**src/rtl/strap_pin_decoder.sv**
```systemverilog
module strap_pin_decoder #(
  parameter int WIN     = 64,
  parameter int TOG_MIN = 8
) (
  input  logic       clk,
  input  logic       rst_n,
  input  logic [1:0] cmp_hi,
  input  logic [1:0] cmp_lo,
  output logic [3:0] pin_code,
  output logic [6:0] dflt_bits,
  output logic       done
);
  localparam int CW = $clog2(WIN + 1);
  localparam logic [CW-1:0] WIN_L = CW'(WIN);
  localparam logic [CW-1:0] TOG_L = CW'(TOG_MIN);
  localparam logic [1:0] S_LOW = 2'b00, S_HIGH = 2'b01, S_FLT = 2'b10, S_CLK = 2'b11;

  logic [3:0] sy1, sy2, sy3;
  logic [CW-1:0] win_cnt;
  logic [CW-1:0] tog [4];
  logic [3:0] code_nxt;
  logic [6:0] map_nxt;
  logic       last;

  assign last = (win_cnt == WIN_L);

  always_ff @(posedge clk or negedge rst_n)
    if (!rst_n) begin
      sy1 <= '0; sy2 <= '0; sy3 <= '0;
    end else begin
      sy1 <= {cmp_lo, cmp_hi};
      sy2 <= sy1;
      sy3 <= sy2;
    end

  genvar g;
  generate
    for (g = 0; g < 4; g++) begin : g_tog
      always_ff @(posedge clk or negedge rst_n)
        if (!rst_n) tog[g] <= '0;
        else if (!done && !last && (sy2[g] != sy3[g])) tog[g] <= tog[g] + CW'(1);
    end
    for (g = 0; g < 2; g++) begin : g_cls
      logic hi, lo, clkd;
      assign hi   = sy2[g];
      assign lo   = sy2[2+g];
      assign clkd = (tog[g] >= TOG_L) && (tog[2+g] >= TOG_L);
      assign code_nxt[2*g+1:2*g] = clkd ? S_CLK : (hi && lo) ? S_HIGH :
                                   (!hi && !lo) ? S_LOW : S_FLT;
    end
  endgenerate

  always_comb begin
    logic [1:0] c0, c1, oth;
    logic [3:0] adv;
    logic an, dup, spd;
    c0 = code_nxt[1:0];
    c1 = code_nxt[3:2];
    oth = (c0 == S_FLT) ? c1 : c0;
    if (c0 == S_FLT && c1 == S_FLT) begin
      an = 1'b1; adv = 4'b1111;
    end else if (c0 == S_FLT || c1 == S_FLT) begin
      an = 1'b1;
      case (oth)
        S_LOW:   adv = 4'b0011;
        S_HIGH:  adv = 4'b1100;
        default: adv = 4'b0101;
      endcase
    end else begin
      an  = 1'b0;
      adv = 4'b0001 << {c1 != S_LOW, c0 != S_LOW};
    end
    if (adv[3])      {dup, spd} = 2'b11;
    else if (adv[2]) {dup, spd} = 2'b01;
    else if (adv[1]) {dup, spd} = 2'b10;
    else             {dup, spd} = 2'b00;
    map_nxt = {an, dup, spd, adv};
  end

  always_ff @(posedge clk or negedge rst_n)
    if (!rst_n) begin
      win_cnt <= '0; done <= 1'b0; pin_code <= '0; dflt_bits <= '0;
    end else if (!done) begin
      if (last) begin
        done      <= 1'b1;
        pin_code  <= code_nxt;
        dflt_bits <= map_nxt;
      end else begin
        win_cnt <= win_cnt + CW'(1);
      end
    end
endmodule


```
**config.mk**
```make
export PLATFORM = sky130hd
export DESIGN_NAME = strap_pin_decoder
export DESIGN_NICKNAME = d
export VERILOG_FILES = /design/src/rtl/strap_pin_decoder.sv
export SDC_FILE = /design/constraint.sdc
export NUM_CORES = 1
export LEC_CHECK = 0
export BUFFER_PORTS_ARGS = -buffer_cell sky130_fd_sc_hd__buf_2
export CORE_AREA = 3 3 75 129
export DETAILED_ROUTE_END_ITERATION = 16
export DIE_AREA = 0 0 78 132
export PLACE_DENSITY = 0.42
export SLEW_MARGIN = 0
export SYNTH_ARGS = -nofsm -noshare
export SYNTH_HDL_FRONTEND = slang
export SYNTH_SLANG_ARGS = --single-unit
```
**constraint.sdc**
```tcl
create_clock -name clk -period 2.1 [get_ports clk]
set_input_delay 0.105 -clock clk [delete_from_list [all_inputs] [get_ports clk]]
set_output_delay 0.105 -clock clk [all_outputs]
set_load 0.02 [all_outputs]
```
==> impl_metrics.tcl <==
set metrics [dict create \
    layout-area-overhead-vs-synth_pct 24.66 \
    grt_antenna_before_repair 0 \
    grt_setup_unrepaired "no" \
    post_synth_and_or_nand_nor_area_fraction_pct 15.65 \
    instances_no_fill 381 \
    worstPathRequired_ps 2310 \
    fin_crit_sh_pct 85.15 \
    timing.fmax_mhz 559.2 \
    std_cell_rows 45 \
    worst-path-max-fanout 6 \
    peakVddDrop_uv 650.5 \
    leakagePower_nw 1.496 \
    top_level_ports 18 \
    wl_per_cell_um 12.72 \
    finish.net_count 277 \
    fillers 897 \
    count_of_state_elements_after_synthesis 59 \
    power_density_nw_per_um2 1255 \
    synth_cell_types 35 \
    detail-route-antenna-nets 0 \
    post_cts.repair.setup_buffers 0 \
    tritoncts "done" \
    setup_viol 0 \
    gp_congestion 0.7099 \
    grt_util_met1_pct 11.35 \
    grt-ovfl-total 0 \
    warnings_synthesis 0 \
    crit_path_max_incr_delay_ps 460 \
    synth_compound_area_share_pct 7.219 \
    die-area_um2 10300 \
    clk_path_buf_depth 2 \
    groute.layer.met2.usage_pct 18.23 \
    maxCapViolations 0 \
    largest_net_degree_at_the_start_of_global_routing 36 \
    cp_cell_sequence "inv_1 -> ha_1 -> a311oi_2 -> and3_1 -> nand4_1 -> xnor2_1" \
    clk_pin_slew_worst_setup_hold_paths_ps 50 \
    drc_errors 0 \
    worst_path_max_delay_cell "sky130_fd_sc_hd__a311oi_2" \
    worstSetupPathType "reg2reg" \
    clkLatencyLatePin_ps 330 \
    fin_crit_ps 1788 \
    post_synth_fa_ha_maj_area_fraction_pct 5.814 \
    run_status "complete, no violations" \
    met3_usage_pct 2.599 \
    initial_core_utilization_pct 29.40 \
    gates_resized_cts_repair 0 \
    n_antenna_cell 0 \
    io_buffers 17 \
    timing.hold.worst.class "in2async" \
    max_slew.worst_pin.slew_ps 593.3 \
    netlist_area_um2 2582 \
    grt_pass1_wl_um 8397 \
    place_inst 360 \
    detailedRoute.firstIterationViolations 42 \
    xor_and_xnor_area_share_after_synthesis_pct 10.85 \
    grt_most_used_layer "met2" \
    finalSetupTns_ps 0 \
    finalWirelength_um 4848 \
    largest_family_of_logic_cells_by_synthesized_area "simple AND/OR/NAND/NOR gates" \
    cp_data_arrival_time_ps 2000 \
    holdBufCountCts 5 \
    hpwl_um 3520 \
    gate_count_post_synth 224 \
    clkSinkCount 59 \
    fin_worst_skew_ps 5.403 \
    maxSlewHeadroom_pct 60.45 \
    critical_path.endpoint_type "flop" \
    yosys-mux-area-fraction_pct 0.8236 \
    first_pass_iters 4 \
    floorplan.die.width_um 78 \
    synth_nets 242 \
    overall_via_count_from_detail_route 1655 \
    cts-buffers-inserted 9 \
    worst_hold_slack_ps 318.0 \
    worst_setup_path_start_kind "flop" \
    clk_root_buffer_cell "sky130_fd_sc_hd__clkbuf_16" \
    final_max_slew_viol_count 0 \
    syn_avg_cell_area_um2 11.53 \
    yosysSeqAreaShare_pct 57.17 \
    dieHeight_um 132 \
    grt_pass1_vias 1741 \
    core_region_area_um2 8783 \
    grt_use_total_pct 10.67 \
    cts.htree.levels 3 \
    report.final.hold_viol_count 0 \
    post_route_cells_drive_above_1_share_pct 19.32 \
    route.detailed.vias_per_inst 4.344 \
]
==> stage by stage <==
step | total power, mW | cell area [µm²] | utilization, % | worst slack, ps
floorplan | 2.196 | 2582 | - | 460.1
global placement | 2.474 | 2841 | 32.35 | 241.5
detailed placement | 2.481 | 2841 | 32.35 | 268.2
CTS | 4.106 | 3219 | 36.65 | 262.8
global route | 4.308 | 3219 | 36.65 | 95.18
finish | 4.040 | 3219 | 36.65 | 311.8
==> cells by family after synthesis <==
logic type	Yosys count
buffers and inverters	15
adders and majority gates	12
and+or+nand+nor	77
xor gates and xnor gates	32
AOI/OAI and AO/OA	27
muxes	2
DFF	59
==> worst max-delay path: cells and delay by family (launching register included) <==
family	cells	cell delay (ps)
simple gates	2	390
fa+ha+maj	1	250
buf+inv	1	70
flops	1	360
compound gates	1	460
xor+xnor	1	140
==> final cells by class <==
cell class	instances	area, µm²	share of cell area (%)
Sequential cell	59	1476	45.86
Multi-Input combinational cell	150	1042	32.37
Clock buffer	11	252.7	7.851
Timing Repair Buffer	26	177.7	5.519
Tap cell	117	146.4	4.547
Clock inverter	5	75.07	2.332
Inverter	13	48.80	1.516
==> cells in the mapped netlist <==
library cell | number | area [µm²]
sky130_fd_sc_hd__nand3_2 | 1 | 10.01
sky130_fd_sc_hd__inv_1 | 12 | 45.04
sky130_fd_sc_hd__o211ai_1 | 1 | 7.510
sky130_fd_sc_hd__xor2_1 | 7 | 61.31
sky130_fd_sc_hd__nor4_4 | 1 | 21.27
sky130_fd_sc_hd__o21a_1 | 2 | 15.01
sky130_fd_sc_hd__a21oi_1 | 1 | 5.000
sky130_fd_sc_hd__nor4_1 | 4 | 25.02
sky130_fd_sc_hd__buf_6 | 1 | 11.26
sky130_fd_sc_hd__and3_1 | 6 | 37.54
sky130_fd_sc_hd__clkbuf_1 | 1 | 3.750
sky130_fd_sc_hd__xnor2_1 | 25 | 219.0
sky130_fd_sc_hd__o31ai_2 | 1 | 12.51
sky130_fd_sc_hd__o21ba_2 | 2 | 20.02
sky130_fd_sc_hd__mux2_2 | 1 | 11.26
sky130_fd_sc_hd__and3_2 | 1 | 7.510
sky130_fd_sc_hd__a311oi_2 | 1 | 15.01
sky130_fd_sc_hd__nor2_1 | 7 | 26.28
sky130_fd_sc_hd__nor2b_1 | 1 | 6.260
sky130_fd_sc_hd__a31oi_2 | 1 | 12.51
sky130_fd_sc_hd__o311ai_1 | 1 | 8.760
sky130_fd_sc_hd__dfrtp_1 | 59 | 1476
sky130_fd_sc_hd__ha_1 | 12 | 150.1
sky130_fd_sc_hd__nand3_1 | 6 | 30.03
sky130_fd_sc_hd__a31oi_1 | 1 | 6.260
sky130_fd_sc_hd__or3_1 | 1 | 6.260
sky130_fd_sc_hd__nor3_1 | 4 | 20.02
sky130_fd_sc_hd__inv_2 | 1 | 3.750
sky130_fd_sc_hd__mux2i_1 | 1 | 10.01
sky130_fd_sc_hd__nand2_1 | 34 | 127.6
sky130_fd_sc_hd__nand4_1 | 7 | 43.79
sky130_fd_sc_hd__a221oi_1 | 1 | 8.760
sky130_fd_sc_hd__nor2_4 | 3 | 33.78
sky130_fd_sc_hd__or2_4 | 1 | 8.760
sky130_fd_sc_hd__o21ai_0 | 15 | 75.07
==> layout by cell type, fill, tap and decap left out, types with 2 or more instances in the layout <==
cell	count
sky130_fd_sc_hd__and3_1	6
sky130_fd_sc_hd__buf_2	17
sky130_fd_sc_hd__buf_4	3
sky130_fd_sc_hd__bufinv_16	2
sky130_fd_sc_hd__clkbuf_16	9
sky130_fd_sc_hd__clkbuf_8	2
sky130_fd_sc_hd__clkinv_2	3
sky130_fd_sc_hd__dfrtp_1	59
sky130_fd_sc_hd__dlygate4sd3_1	5
sky130_fd_sc_hd__ha_1	12
sky130_fd_sc_hd__inv_1	12
sky130_fd_sc_hd__nand2_1	34
sky130_fd_sc_hd__nand3_1	6
sky130_fd_sc_hd__nand4_1	7
sky130_fd_sc_hd__nor2_1	7
sky130_fd_sc_hd__nor2_4	3
sky130_fd_sc_hd__nor3_1	4
sky130_fd_sc_hd__nor4_1	4
sky130_fd_sc_hd__o21a_1	2
sky130_fd_sc_hd__o21ai_0	15
sky130_fd_sc_hd__o21ba_2	2
sky130_fd_sc_hd__xnor2_1	25
sky130_fd_sc_hd__xor2_1	7
==> final timing paths <==
| kind | cells past startpoint | startpoint | slack, ps | endpoint |
|---|---|---|---|---|
| min reg2reg | 0 | sy1[3]$_DFF_PN0_ | 350 | sy2[3]$_DFF_PN0_ |
| min in group clk | 0 | sy1[3]$_DFF_PN0_ | 350 | sy2[3]$_DFF_PN0_ |
| max in group asynchronous | 3 | rst_n | 1190 | tog[16]$_DFFE_PN0P_ |
| max | 6 | win_cnt[0]$_DFFE_PN0P_ | 310 | tog[12]$_DFFE_PN0P_ |
| max reg2reg | 6 | win_cnt[0]$_DFFE_PN0P_ | 310 | tog[12]$_DFFE_PN0P_ |
| min | 2 | rst_n | 320 | tog[26]$_DFFE_PN0P_ |
==> state kept, by name, indices dropped and copies added (netlist names) <==
name       count
sy2            4
pin_code       4
sy1            4
dflt_bits      7
sy3            4
win_cnt        7
done           1
tog           28
==> power by group <==
| group | internal (mW) | switching (mW) |
|---|---|---|
| sequential | 1.39 | 0.244 |
| combinational | 0.399 | 0.415 |
| clock | 1.09 | 0.493 |
==> per-layer routing <==
layer / routed length, µm / share of wire [%] / vias to the layer above
li1: - / - / 826
met3: 117 / 2.4 / 11
met2: 2576 / 53 / 20
met4: 152 / 3.1 / 0
met1: 2002 / 41 / 798
met5: 0 / 0 / -
No activity file was read; power rests on OpenSTA's default activity.
